==> src/rtl/mintc_pkg.sv <==
package mintc_pkg;
   localparam int NSRC  = 32;
   localparam int LVL_W = 4;
   localparam int NLVL  = 1 << LVL_W;

   localparam logic [NSRC-1:0]  PROTECT_MASK = 32'h4FB2_007F;
   localparam logic [NSRC-1:0]  DIS_RESET    = ~32'hFFB2_007F;
   localparam logic [3:0]       EXT_TYPE     = 4'h1;
   localparam int               GDIS_BIT     = NSRC - 1;

   typedef enum logic [2:0] {
      IDX_PEND   = 3'd0,
      IDX_DIS    = 3'd1,
      IDX_ENABLE = 3'd2,
      IDX_MASK   = 3'd3,
      IDX_TARGET = 3'd4
   } reg_idx_e;

   // fixed source-to-level map; order matters (bit position is the source number)
   function automatic logic [LVL_W-1:0] src_level(input logic [4:0] n);
      logic [LVL_W-1:0] l;
      case (n)
         5'd0:  l = 4'd2;   5'd1:  l = 4'd3;   5'd2:  l = 4'd5;   5'd3:  l = 4'd7;
         5'd4:  l = 4'd9;   5'd5:  l = 4'd11;  5'd6:  l = 4'd0;   5'd7:  l = 4'd14;
         5'd8:  l = 4'd3;   5'd9:  l = 4'd5;   5'd10: l = 4'd7;   5'd11: l = 4'd9;
         5'd12: l = 4'd11;  5'd13: l = 4'd13;  5'd14: l = 4'd12;  5'd15: l = 4'd12;
         5'd16: l = 4'd6;   5'd18: l = 4'd4;   5'd19: l = 4'd10;  5'd20: l = 4'd8;
         5'd22: l = 4'd11;  5'd28: l = 4'd15;  5'd30: l = 4'd15;
         default: l = 4'd0;
      endcase
      return l;
   endfunction
endpackage

==> src/rtl/mintc_regs.sv <==
module mintc_regs
   import mintc_pkg::*;
#(
   parameter int NCPU  = 4,
   parameter int IDX_W = 3,
   localparam int CPU_W = (NCPU > 1) ? $clog2(NCPU) : 1
) (
   input  logic             clk,
   input  logic             rst_n,
   input  logic [NSRC-1:0]  src_i,
   input  logic             bus_wr,
   input  logic [IDX_W-1:0] bus_idx,
   input  logic [NSRC-1:0]  bus_wdata,
   output logic [NSRC-1:0]  pend_q,
   output logic [NSRC-1:0]  dis_q,
   output logic [CPU_W-1:0] tgt_q,
   output logic [NSRC-1:0]  src_fall,
   output logic             eval_q
);
   logic [NSRC-1:0] src_q;
   logic [NSRC-1:0] src_rise;
   logic [NSRC-1:0] wr_bits;
   logic            en_wr;
   logic            mask_wr;
   logic            tgt_wr;

   assign src_rise = src_i & ~src_q;
   assign src_fall = ~src_i & src_q;
   assign wr_bits  = bus_wdata & ~PROTECT_MASK;
   assign en_wr    = bus_wr && (bus_idx == IDX_W'(IDX_ENABLE));
   assign mask_wr  = bus_wr && (bus_idx == IDX_W'(IDX_MASK));
   assign tgt_wr   = bus_wr && (bus_idx == IDX_W'(IDX_TARGET));

   always_ff @(posedge clk) begin
      if (!rst_n) begin
         src_q  <= '0;
         pend_q <= '0;
         dis_q  <= DIS_RESET;
         tgt_q  <= '0;
         eval_q <= 1'b0;
      end else begin
         src_q  <= src_i;
         // disabling write wins over a same-cycle rise
         pend_q <= ((pend_q | src_rise) & ~src_fall) & ~(mask_wr ? wr_bits : '0);
         if (en_wr)
            dis_q <= dis_q & ~wr_bits;
         else if (mask_wr)
            dis_q <= dis_q | wr_bits;
         if (tgt_wr)
            tgt_q <= bus_wdata[CPU_W-1:0] & CPU_W'(NCPU - 1);
         eval_q <= (|src_rise) | (|src_fall) | en_wr;
      end
   end
endmodule

==> src/rtl/mintc_resolve.sv <==
module mintc_resolve
   import mintc_pkg::*;
(
   input  logic [NSRC-1:0]  pend,
   input  logic [NSRC-1:0]  dis,
   input  logic [NSRC-1:0]  fall,
   output logic             any_act,
   output logic [LVL_W-1:0] top_lvl,
   output logic [NLVL-1:0]  fall_lvls
);
   logic [NSRC-1:0] act;

   assign act     = pend & ~dis;
   assign any_act = (|act) && !dis[GDIS_BIT];

   always_comb begin
      top_lvl   = '0;
      fall_lvls = '0;
      for (int i = 0; i < NSRC; i++) begin
         if (act[i] && (src_level(5'(i)) > top_lvl))
            top_lvl = src_level(5'(i));
         if (fall[i])
            fall_lvls[src_level(5'(i))] = 1'b1;
      end
   end
endmodule

==> src/rtl/mintc_top.sv <==
module mintc_top
   import mintc_pkg::*;
#(
   parameter int NCPU  = 4,
   parameter int IDX_W = 3,
   localparam int CPU_W = (NCPU > 1) ? $clog2(NCPU) : 1
) (
   input  logic                 clk,
   input  logic                 rst_n,
   input  logic [NSRC-1:0]      src_i,
   input  logic                 bus_wr,
   input  logic [IDX_W-1:0]     bus_idx,
   input  logic [NSRC-1:0]      bus_wdata,
   output logic [NSRC-1:0]      bus_rdata,
   output logic                 irq_valid,
   output logic [LVL_W-1:0]     irq_level,
   output logic [7:0]           irq_code,
   input  logic                 irq_ack,
   output logic [NCPU*NLVL-1:0] cpu_pend_o
);
   if (NCPU < 2 || (NCPU & (NCPU - 1)) != 0) begin : g_bad_ncpu
      $error("mintc_top: NCPU must be a power of two of at least 2");
   end
   if (IDX_W < 3) begin : g_bad_idx
      $error("mintc_top: IDX_W must reach index 4");
   end

   logic [NSRC-1:0]  pend_q;
   logic [NSRC-1:0]  dis_q;
   logic [CPU_W-1:0] tgt_q;
   logic [NSRC-1:0]  src_fall;
   logic             eval_q;
   logic             any_act;
   logic [LVL_W-1:0] top_lvl;
   logic [NLVL-1:0]  fall_lvls;
   logic             out_q;
   logic [LVL_W-1:0] lvl_q;
   logic             issue;

   mintc_regs #(.NCPU(NCPU), .IDX_W(IDX_W)) u_regs (
      .clk       (clk),
      .rst_n     (rst_n),
      .src_i     (src_i),
      .bus_wr    (bus_wr),
      .bus_idx   (bus_idx),
      .bus_wdata (bus_wdata),
      .pend_q    (pend_q),
      .dis_q     (dis_q),
      .tgt_q     (tgt_q),
      .src_fall  (src_fall),
      .eval_q    (eval_q)
   );

   mintc_resolve u_resolve (
      .pend      (pend_q),
      .dis       (dis_q),
      .fall      (src_fall),
      .any_act   (any_act),
      .top_lvl   (top_lvl),
      .fall_lvls (fall_lvls)
   );

   assign issue = eval_q && any_act && !out_q;

   always_ff @(posedge clk) begin
      if (!rst_n) begin
         out_q <= 1'b0;
         lvl_q <= '0;
      end else if (issue) begin
         out_q <= 1'b1;
         lvl_q <= top_lvl;
      end else if (irq_ack) begin
         out_q <= 1'b0;
      end
   end

   assign irq_valid = out_q;
   assign irq_level = lvl_q;
   assign irq_code  = {EXT_TYPE, lvl_q};

   for (genvar c = 0; c < NCPU; c++) begin : g_cpu
      logic [NLVL-1:0] lp_q;
      logic            is_tgt;
      assign is_tgt = (tgt_q == CPU_W'(c));
      always_ff @(posedge clk) begin
         if (!rst_n)
            lp_q <= '0;
         else if (is_tgt)
            lp_q <= (lp_q & ~fall_lvls) | (issue ? (NLVL'(1) << top_lvl) : '0);
      end
      assign cpu_pend_o[c*NLVL +: NLVL] = lp_q;
   end

   always_comb begin
      case (bus_idx)
         IDX_W'(IDX_PEND): bus_rdata = pend_q & ~(NSRC'(1) << GDIS_BIT);
         IDX_W'(IDX_DIS):  bus_rdata = dis_q;
         default:          bus_rdata = '0;
      endcase
   end
endmodule

==> config.mk <==
export PLATFORM = sky130hd
export DESIGN_NAME = mintc_top
export DESIGN_NICKNAME = d
export VERILOG_FILES = /design/src/rtl/mintc_pkg.sv /design/src/rtl/mintc_regs.sv /design/src/rtl/mintc_resolve.sv /design/src/rtl/mintc_top.sv
export SDC_FILE = /design/constraint.sdc
export NUM_CORES = 1
export LEC_CHECK = 0
export ABC_AREA = 1
export CORE_ASPECT_RATIO = 1.2
export CORE_UTILIZATION = 45
export CTS_BUF_LIST = sky130_fd_sc_hd__clkbuf_8
export DETAILED_ROUTE_END_ITERATION = 8
export DONT_BUFFER_PORTS = 1
export PLACE_DENSITY = 0.62
export SLEW_MARGIN = 20
export SYNTH_ARGS = -nofsm -noshare
export SYNTH_HDL_FRONTEND = slang
export SYNTH_SLANG_ARGS = --single-unit
==> constraint.sdc <==
create_clock -name clk -period 2.8 [get_ports clk]
set_input_delay 0.42 -clock clk [delete_from_list [all_inputs] [get_ports clk]]
set_output_delay 0.42 -clock clk [all_outputs]
set_load 0.1 [all_outputs]
== Yosys cells after proc, flatten, opt, wreduce, memory -nomap -nowiden ==
Index checks and enable logic that the tools add are counted.

* Bitwise operators: 56
* Order comparisons: 95
* Reductions and logical operators: 78
* Mux-type cells: 167
* Eq/ne operators: 7
* Shift operators: 1

{| class="wikitable"
|+ Operators with widths
! operator !! number
|-
| bitwise OR 16 bit || 35
|-
| two-way mux 16 bit || 33
|-
| two-way mux 4 bit || 63
|-
| AND 32 bit || 6
|-
| inverter 32 bit || 6
|-
| less-than comparator 4 x 5 -> 1 bit (second input constant) || 32
|-
| demux 1 bit (select 4 bit) || 32
|-
| greater-or-equal comparator 4 x 1 -> 1 bit (second input constant) || 32
|-
| two-way mux 32 bit || 3
|-
| OR reduction 32 bit || 3
|-
| logical AND 1 bit || 69
|-
| AND 16 bit || 4
|-
| bitwise OR 32 bit || 2
|-
| case mux 32 bit (2 select lines) || 1
|-
| > comparator 4 bit (first input constant) || 13
|-
| > comparator 1 x 4 -> 1 bit (first input constant) || 10
|-
| two-way mux 1 bit || 34
|-
| > comparator 3 x 4 -> 1 bit (first input constant) || 6
|-
| inverter 16 bit || 1
|-
| left shift 1 x 4 -> 16 bit (first input constant) || 1
|-
| > comparator 2 x 4 -> 1 bit (first input constant) || 2
|-
| == test 3 x 2 -> 1 bit (second input constant) || 2
|-
| == test 2 bit (second input constant) || 2
|-
| nonzero test 2 bit || 2
|-
| 8 further kinds || 10
|}

* Output and inout bits: 109
* Input bits: 71
* Logic and storage cells: 415
* Flip-flop bits (word level): 168

== Logic depth before layout (Yosys ltp) ==
Gate-level depths: netlist (run 1).

* Word-level depth: 99
* Mapped depth: 20
* Gate-level depth less buffers: 20

== Cells and area by module ==
From an unflattened synthesis (run 1), not the netlist that was laid out.

* Cells, all modules: 1179
* Area, all modules: 7925.1 µm²

{| class="wikitable"
|+ By module, submodules not included
! module !! area each (µm²) !! cells each !! seq. area each (µm²) !! times used
|-
| mintc_regs || 3718.6 || 543 || 1661.6 || 1
|-
| mintc_top || 3281.9 || 461 || 1381.3 || 1
|-
| mintc_resolve || 924.6 || 175 || 0.0 || 1
|}

== Least setup slack after synthesis (run 1) ==
No wires, ideal clock.

* Path type: input to output
* Start: in bus_idx[2]
* End: out bus_rdata[29]
* Buffers on the path: 0
* Data required time: 2.380 ns
* Arrival: 2.819 ns
* Stages on the path: 3
* Path slack: -0.439 ns
* Path through: inv_1 -> nand3_1 -> o21ai_0

* Longest elaborated chain between the ends: 2
* Elaborated cells between the ends (all ways): 3
* Classes of those cells: 1 x eq/ne; 1 x mux; 1 x reduce/logical

{| class="wikitable"
|+ Ends and longest elaborated chain
! element !! line !! RTL
|-
| start, declared || mintc_top.sv:12 || <nowiki>input logic [IDX_W-1:0] bus_idx,</nowiki>
|-
| == test 3 x 1 -> 1 bit or logical NOT 3 bit (tied branches) || mintc_top.sv:95 || <nowiki>case (bus_idx)</nowiki>
|-
| case mux 32 bit (2 select lines) * || mintc_top.sv:95 ||
|-
| end, declared || mintc_top.sv:14 || <nowiki>output logic [NSRC-1:0] bus_rdata,</nowiki>
|}

Mark *: on every way between the ends. The rest lies on a longest branch, timed or not.

== Worst setup path after layout (run 1) ==
* Start: reg u_regs.pend_q[9]
* End: reg g_cpu[2].lp_q[3]

* Longest elaborated chain between the ends: 72
* Elaborated cells between the ends (all ways): 76
* Classes of those cells: 22 x order compare; 1 x shift; 24 x mux; 2 x bitwise; 27 x reduce/logical

{| class="wikitable"
|+ Ends and longest elaborated chain
! element !! line !! RTL
|-
| start, declared || mintc_regs.sv:14 || <nowiki>output logic [NSRC-1:0] pend_q,</nowiki>
|-
| start signal, assigned || mintc_regs.sv:44 || <nowiki>pend_q <= ((pend_q | src_rise) & ~src_fall) & ~(mask_wr ? wr_bits : '0);</nowiki>
|-
| AND 32 bit * || mintc_resolve.sv:13 || <nowiki>assign act = pend & ~dis;</nowiki>
|-
| logical AND 1 bit || mintc_resolve.sv:20 || <nowiki>if (act[i] && (src_level(5'(i)) > top_lvl))</nowiki>
|-
| two-way mux 4 bit || mintc_resolve.sv:20 ||
|-
| > comparator 3 x 4 -> 1 bit || mintc_resolve.sv:20 ||
|-
| logical AND 1 bit || mintc_resolve.sv:20 ||
|-
| two-way mux 4 bit || mintc_resolve.sv:20 ||
|-
| > comparator 4 bit || mintc_resolve.sv:20 ||
|-
| logical AND 1 bit || mintc_resolve.sv:20 ||
|-
| [... 56 more ...] || - ||
|-
| logical AND 1 bit || mintc_resolve.sv:20 ||
|-
| two-way mux 4 bit || mintc_resolve.sv:20 ||
|-
| > comparator 1 x 4 -> 1 bit || mintc_resolve.sv:20 ||
|-
| logical AND 1 bit || mintc_resolve.sv:20 ||
|-
| two-way mux 4 bit || mintc_resolve.sv:20 ||
|-
| left shift 1 x 4 -> 16 bit || mintc_top.sv:89 || <nowiki>lp_q <= (lp_q & ~fall_lvls) | (issue ? (NLVL'(1) << top_lvl) : '0);</nowiki>
|-
| two-way mux 16 bit * || mintc_top.sv:89 ||
|-
| bitwise OR 16 bit * || mintc_top.sv:89 ||
|-
| end signal, assigned || mintc_top.sv:89 ||
|-
| end, declared || mintc_top.sv:82 || <nowiki>logic [NLVL-1:0] lp_q;</nowiki>
|}

Marked as above.
A chain may end at the register's enable or synchronous reset.

==> flow_summary_export.csv, run 1 <==
group,metric,value,unit
cts,clkLatencyLatePin,460,ps
sta,setup_slack,295,ps
sta,post-route-period-util,89.5,%
cts,cts_tree,"built",
global_route,grt_pass1_vias,6124,
hold_path,worstHoldStart,"src_i[21]",
global_route,antenna_found_initial,0,
logic_synthesis,yosys-top-cells-area,"dfxtp_1, inv_1, nor2_1",
cells_and_area,final_util,56.7,%
drt,vias_per_cell,5.29,
critical_path,cp.arrival,2900,ps
critical_path,required,3190,ps
logic_synthesis,yosysTopAreaCell,"dfxtp_1",
drt,wirelength,21400,µm
logic_synthesis,synth_area_per_cell,7.07,µm²
drt,drcViolationCount,0,
critical_path,rr_endpoint,"g_cpu[2].lp_q[3]",
cells_and_area,diodes,0,
critical_path,startpoint_type,"register",
cts,ctsRootBufferMaster,"clkbuf_8",
drt,vias,6659,
sta,hold_viol,0,
drt,ant_nets,0,
sta,rsz0062_at_grt,"false",
sta,slew_headroom,30.1,%
cts,clock_path_buffers,2,
cts,numCtsBuffers,17,
cells_and_area,fin_nets,1113,
floorplan,placementRows,49,
logic_synthesis,yosysSeqAreaShare,43.5,%
cells_and_area,synthToLayoutAreaGrowth,22.3,%
floorplan,fp.dieArea,16100,µm²
sta,tightestPinTransition,1050,ps
cts,cts.clk_slew.worst_paths,80,ps
floorplan,core_area,15100,µm²
cts,cts.sinks,152,
logic_synthesis,synth.distinct_cells,37,
logic_synthesis,synth-edff-count,0,
logic_synthesis,synth.most_common_cell,"inv_1",
hold_path,min_path_type,"input port to register",
status,status,"completed",
place,port_buffers,0,
pwr,power,0.00504,W
logic_synthesis,synth_top_area_share,43.5,%
floorplan,die_h,139,µm
logic_synthesis,synth_common_cells,"inv_1, nor2_1, dfxtp_1, nand2_1, o21ai_0",
critical_path,path_class,"register to register",
logic_synthesis,synth-seq-cells,152,
pwr,power.density,589,nW/µm²
flow_run,cap_violations,0,
sta,layout_min_cycle_time,2510,ps
logic_synthesis,synthArstFlopShare,0,%
global_route,grt-ovfl-total,0,
sta,clock.fmax,0.399,GHz
place,hpwl,15900,µm
global_route,grt_usage,26.9,%
sta,slew_viol_final,0,
hold_path,worstHoldPathCells,2,
floorplan,dieWidth,116,µm
critical_path,endpoint_kind,"register",
drt,dr.pass1.iters,7,
pwr,max-vdd-ir-drop,0.345,mV
critical_path,r2r_cells,18,
cts,cts.htree.levels,4,
logic_synthesis,synth-main-ff-cell,"dfxtp_1",
cts,cts_hold_buffers,0,
cells_and_area,drive_above_1_share,17.4,%
logic_synthesis,synth_area,7000,µm²
critical_path,ff2ff_setup_slack,290,ps
drt,wl_per_cell,17.0,µm
place,place_congestion,0.903,
global_route,grt_start_max_net_pins,48,
hold_path,hold_path_end,"u_regs.src_q[21]",
floorplan,initial_core_util,46.4,%
critical_path,path_max_fanout,12,
logic_synthesis,netlist_instances,989,
place,dp_worst_setup_slack,119,ps
logic_synthesis,yosysWarningCount,0,
drt,drt_first_iter_violations,453,
critical_path,r2r-start,"u_regs.pend_q[9]",
sta,finalSetupViolCount,0,
global_route,grt_pass1_wl,32700,µm
floorplan,pin_count,180,
sta,fin_skew,11.2,ps
pwr,p_leak,3.88,nW
[where the power goes]
group | internal, W | switching (W)
clock | 0.000858 | 0.000849
combinational | 0.000252 | 0.000652
sequential | 0.00225 | 0.000185
[layout make-up]
type | instances | area, µm²
fillers | 1472 | 6520
inverters | 174 | 656
well taps | 204 | 255
flip-flops and latches | 152 | 3050
clock buffers | 20 | 275
repair buffers | 81 | 996
multi-input cells | 616 | 3200
clock inverters | 12 | 125
[how the worst max path moves through the flow]
stage	from	endpoint	cells after the start
final	u_regs.pend_q[9]	g_cpu[2].lp_q[3]	18
after global routing	u_regs.pend_q[13]	g_cpu[2].lp_q[2]	16
after CTS	u_regs.pend_q[9]	g_cpu[3].lp_q[10]	16
after detailed placement	u_regs.pend_q[9]	g_cpu[2].lp_q[10]	16
after global placement	u_regs.pend_q[12]	g_cpu[3].lp_q[14]	14
after floorplan	bus_idx[2]	bus_rdata[29]	3
[metal layers]
layer  track usage [%]  wire length [µm]
met5                 0                 0
met2              44.5             10400
met1              32.6              8660
met3              8.26              1750
met4              9.51               572
[stage by stage]
step	hold slack [ps]	instance area [µm²]	cells	setup TNS [ps]
2_1_floorplan	432	7060	991	-1160
3_3_place_gp	442	8120	1226	0
3_5_place_dp	454	8120	1226	0
4_1_cts	29.4	8520	1258	0
5_1_grt	26.2	8560	1259	0
6_report	44.1	8560	1259	0
[timing repair]
action | in CTS | in global routing
resized for setup | 0 | 3
setup endpoints to repair | 0 | 23
buffers inserted | 0 | 1
[cells in the final DEF, fill, tap and decap left out, types with 4 or more instances in the layout]
cell      count
o22ai_2      13
a211oi_1      8
nor2_2       20
inv_1       165
dfxtp_2       4
buf_4        50
nand2_1     123
a221oi_1      6
o21ai_0      84
buf_12       31
a21boi_0     17
nand4_1      55
clkbuf_8     20
nand2_2       7
nor3_1       22
nand3_2       5
inv_2         8
nand3_1      17
clkinv_2      4
nor3b_1       4
nor2_1      136
a21oi_1      62
nor2_4        6
nor4_1        8
conb_1        4
dfxtp_1     148
[critical path: stages, from the launching register on]
cell,delay [ps]
dfxtp_1,350
inv_1,70
nor2_1,290
nand2_1,110
nand3_1,100
nand3_2,100
nand2_2,80
nand2_1,60
nand2_2,70
nand3_1,80
nand2_1,90
nand2_2,100
nand2_1,100
nand3_2,150
inv_4,170
nand4_1,230
nor2_1,160
nor2_1,50
nor2_1,80
[kinds of logic (layout without fill, tap and decap cells)]
logic type	count (synthesis)	count (layout)	share of synthesized area [%]
compound gates	201	201	16.2
other cells	2	4	0.107
buf+inv	223	287	12.9
flops	152	152	43.5
simple gates	411	411	27.3
Power figures use the tool's default switching activity.
==> run 2: changes to the inputs <==
Settings changed: CORE_MARGIN set to 1, PLACE_DENSITY 0.62 to 0.65, SYNTH_HIERARCHICAL set to 1.
==> run 2 against run 1 <==
  * Fmax shrank 5.4%
  * Design area grew 5.1%
  * Worst hold slack lost 2.2 ps
  * Final cell count grew 16%
  * Critical endpoint is now g_cpu[1].lp_q[12]
==> flow_summary_export.csv, run 2 <==
group,metric,value,unit
logic_synthesis,synth.distinct_cells,41,
sta,slew_headroom,30.4,%
drt,vias,7547,
cts,cts.sinks,152,
drt,wl_met1,9610,µm
floorplan,fp.dieArea,18100,µm²
logic_synthesis,synthArstFlopShare,0,%
drt,wl_met3,1770,µm
global_route,grt_usage,25.7,%
sta,layout_min_cycle_time,2650,ps
cts,cts.clk_slew.worst_paths,80,ps
cts,clock_path_buffers,2,
logic_synthesis,synth.most_common_cell,"inv_1",
place,dp_worst_setup_slack,114,ps
sta,post-route-period-util,94.6,%
place,port_buffers,0,
sta,fin_skew,11.7,ps
logic_synthesis,synth-seq-cells,152,
logic_synthesis,netlist_instances,1179,
status,status,"completed",
cells_and_area,fin_nets,1297,
cts,clkLatencyLatePin,460,ps
pwr,max-vdd-ir-drop,0.262,mV
cts,cts_tree,"built",
hold_path,min_path_type,"input port to register",
critical_path,cp.arrival,3040,ps
sta,hold_viol,0,
drt,drcViolationCount,0,
flow_run,cap_violations,0,
critical_path,path_class,"register to register",
place,dp.cells,1414,
logic_synthesis,synth_area_per_cell,6.72,µm²
place,placed_cell_area,8420,µm²
cts,cts.htree.levels,4,
global_route,grt_start_max_net_pins,62,
cts,cts_hold_buffers,0,
drt,wl_met2,11200,µm
sta,slew_viol_final,0,
pwr,p_leak,4.47,nW
global_route,grt_pass1_vias,6819,
drt,wl_per_cell,15.8,µm
sta,tightestPinTransition,1040,ps
drt,vias_per_cell,5.19,
sta,clock.fmax,0.378,GHz
cells_and_area,stdcell_count,1455,
drt,wirelength,23000,µm
cts,ctsRootBufferMaster,"clkbuf_8",
sta,setup-tns-final,0,ps
critical_path,required,3190,ps
cts,numCtsBuffers,17,
logic_synthesis,synth_common_cells,"inv_1, nand2_1, dfxtp_1, nand3_1, o21ai_0",
floorplan,pin_count,180,
cells_and_area,layout.cells.most_common,"inv_1",
drt,topRoutingLayerUsed,"met4",
logic_synthesis,synth-main-ff-cell,"dfxtp_1",
sta,setup_slack,152,ps
logic_synthesis,synth_top_area_share,38.4,%
critical_path,endpoint_kind,"register",
floorplan,die_h,147,µm
floorplan,initial_core_util,46.5,%
drt,dr.pass1.iters,5,
floorplan,placementRows,52,
floorplan,dieWidth,123,µm
sta,finalSetupViolCount,0,
cells_and_area,drive_above_1_share,17.5,%
place,hpwl,16700,µm
global_route,grt_pass1_wl,35700,µm
logic_synthesis,synth_area,7930,µm²
place,place_congestion,0.859,
drt,ant_nets,0,
cells_and_area,final_cell_area,8990,µm²
logic_synthesis,yosysSeqAreaShare,38.4,%
global_route,grt-ovfl-total,0,
cells_and_area,diodes,0,
logic_synthesis,yosys-top-cells-area,"dfxtp_1, inv_1, nand2_1",
critical_path,startpoint_type,"register",
logic_synthesis,yosysTopAreaCell,"dfxtp_1",
critical_path,path_max_fanout,5,
floorplan,core_area,17000,µm²
logic_synthesis,yosysWarningCount,6,
pwr,power.density,568,nW/µm²
logic_synthesis,synth-edff-count,0,
drt,drt_first_iter_violations,691,
sta,whs,41.9,ps
global_route,antenna_found_initial,0,
cells_and_area,synthToLayoutAreaGrowth,13.5,%
cells_and_area,layout_common_cells,"inv_1, nand2_1, dfxtp_1",
==> run 2: worst paths after layout <==
kind	from	to	slack, ps	cells after the start
max	register	g_cpu[1].lp_q[12]	150	18
min	bus_wdata[28]	register	40	1
max reg2reg	register	g_cpu[1].lp_q[12]	150	18
min reg2reg	g_cpu[2].lp_q[9]	g_cpu[2].lp_q[9]	480	2
==> run 2: timing repair <==
item                                   CTS  global route
setup endpoints to repair                0            62
endpoints found under the hold margin    0             0
gates resized for setup                  0            35
setup buffers                            0             9
==> run 2: per-layer routing <==
metal,vias up,track usage (%)
met3,33,6.52
met1,3436,31.9
met4,0,9.88
met2,273,42.2
met5,-,0
li1,3805,-
==> run 2: kinds of logic after synthesis <==
group           share of synthesized area, %
simple gates                            30.8
buf+inv                                 16.5
compound gates                          14.1
flops                                   38.4
other cells                            0.189
==> run 2: final cells by class <==
type	count	area, µm²
Fill cell	1682	8060
Multi-Input combinational cell	745	3750
Sequential cell	152	3060
Inverter	223	845
Timing Repair Buffer	87	689
Clock buffer	22	303
Tap cell	216	270
Clock inverter	10	78.8
==> run 2: stage by stage <==
stage,utilization [%],power [W]
2_1_floorplan,-,0.00328
3_3_place_gp,49.4,0.00347
3_5_place_dp,49.4,0.00348
4_1_cts,51.6,0.00507
5_1_grt,52.7,0.00534
6_report,52.7,0.00511
==> run 2: power breakdown <==
| group | internal (W) | total, W | leakage (nW) | switching, W |
|---|---|---|---|---|
| sequential | 0.00225 | 0.00248 | 1.25 | 0.000230 |
| clock | 0.000807 | 0.00162 | 0.206 | 0.000816 |
| combinational | 0.000277 | 0.00100 | 3.02 | 0.000727 |
==> run 2: worst max-delay path, cell delays in order, from the launching register on <==
cell and delay, ps:
dfxtp_1 360, inv_1 50, nand2_1 90, nand2_4 80, nor2_4 160, nand3_2 160, nor3_2 190, nand4_1 170
nand2_1 90, inv_1 40, nand2_1 50, a21oi_1 40, nand2_1 70, nand4_1 210, buf_4 230, nor3_4 190
buf_6 150, nand3_1 100, a21oi_2 160
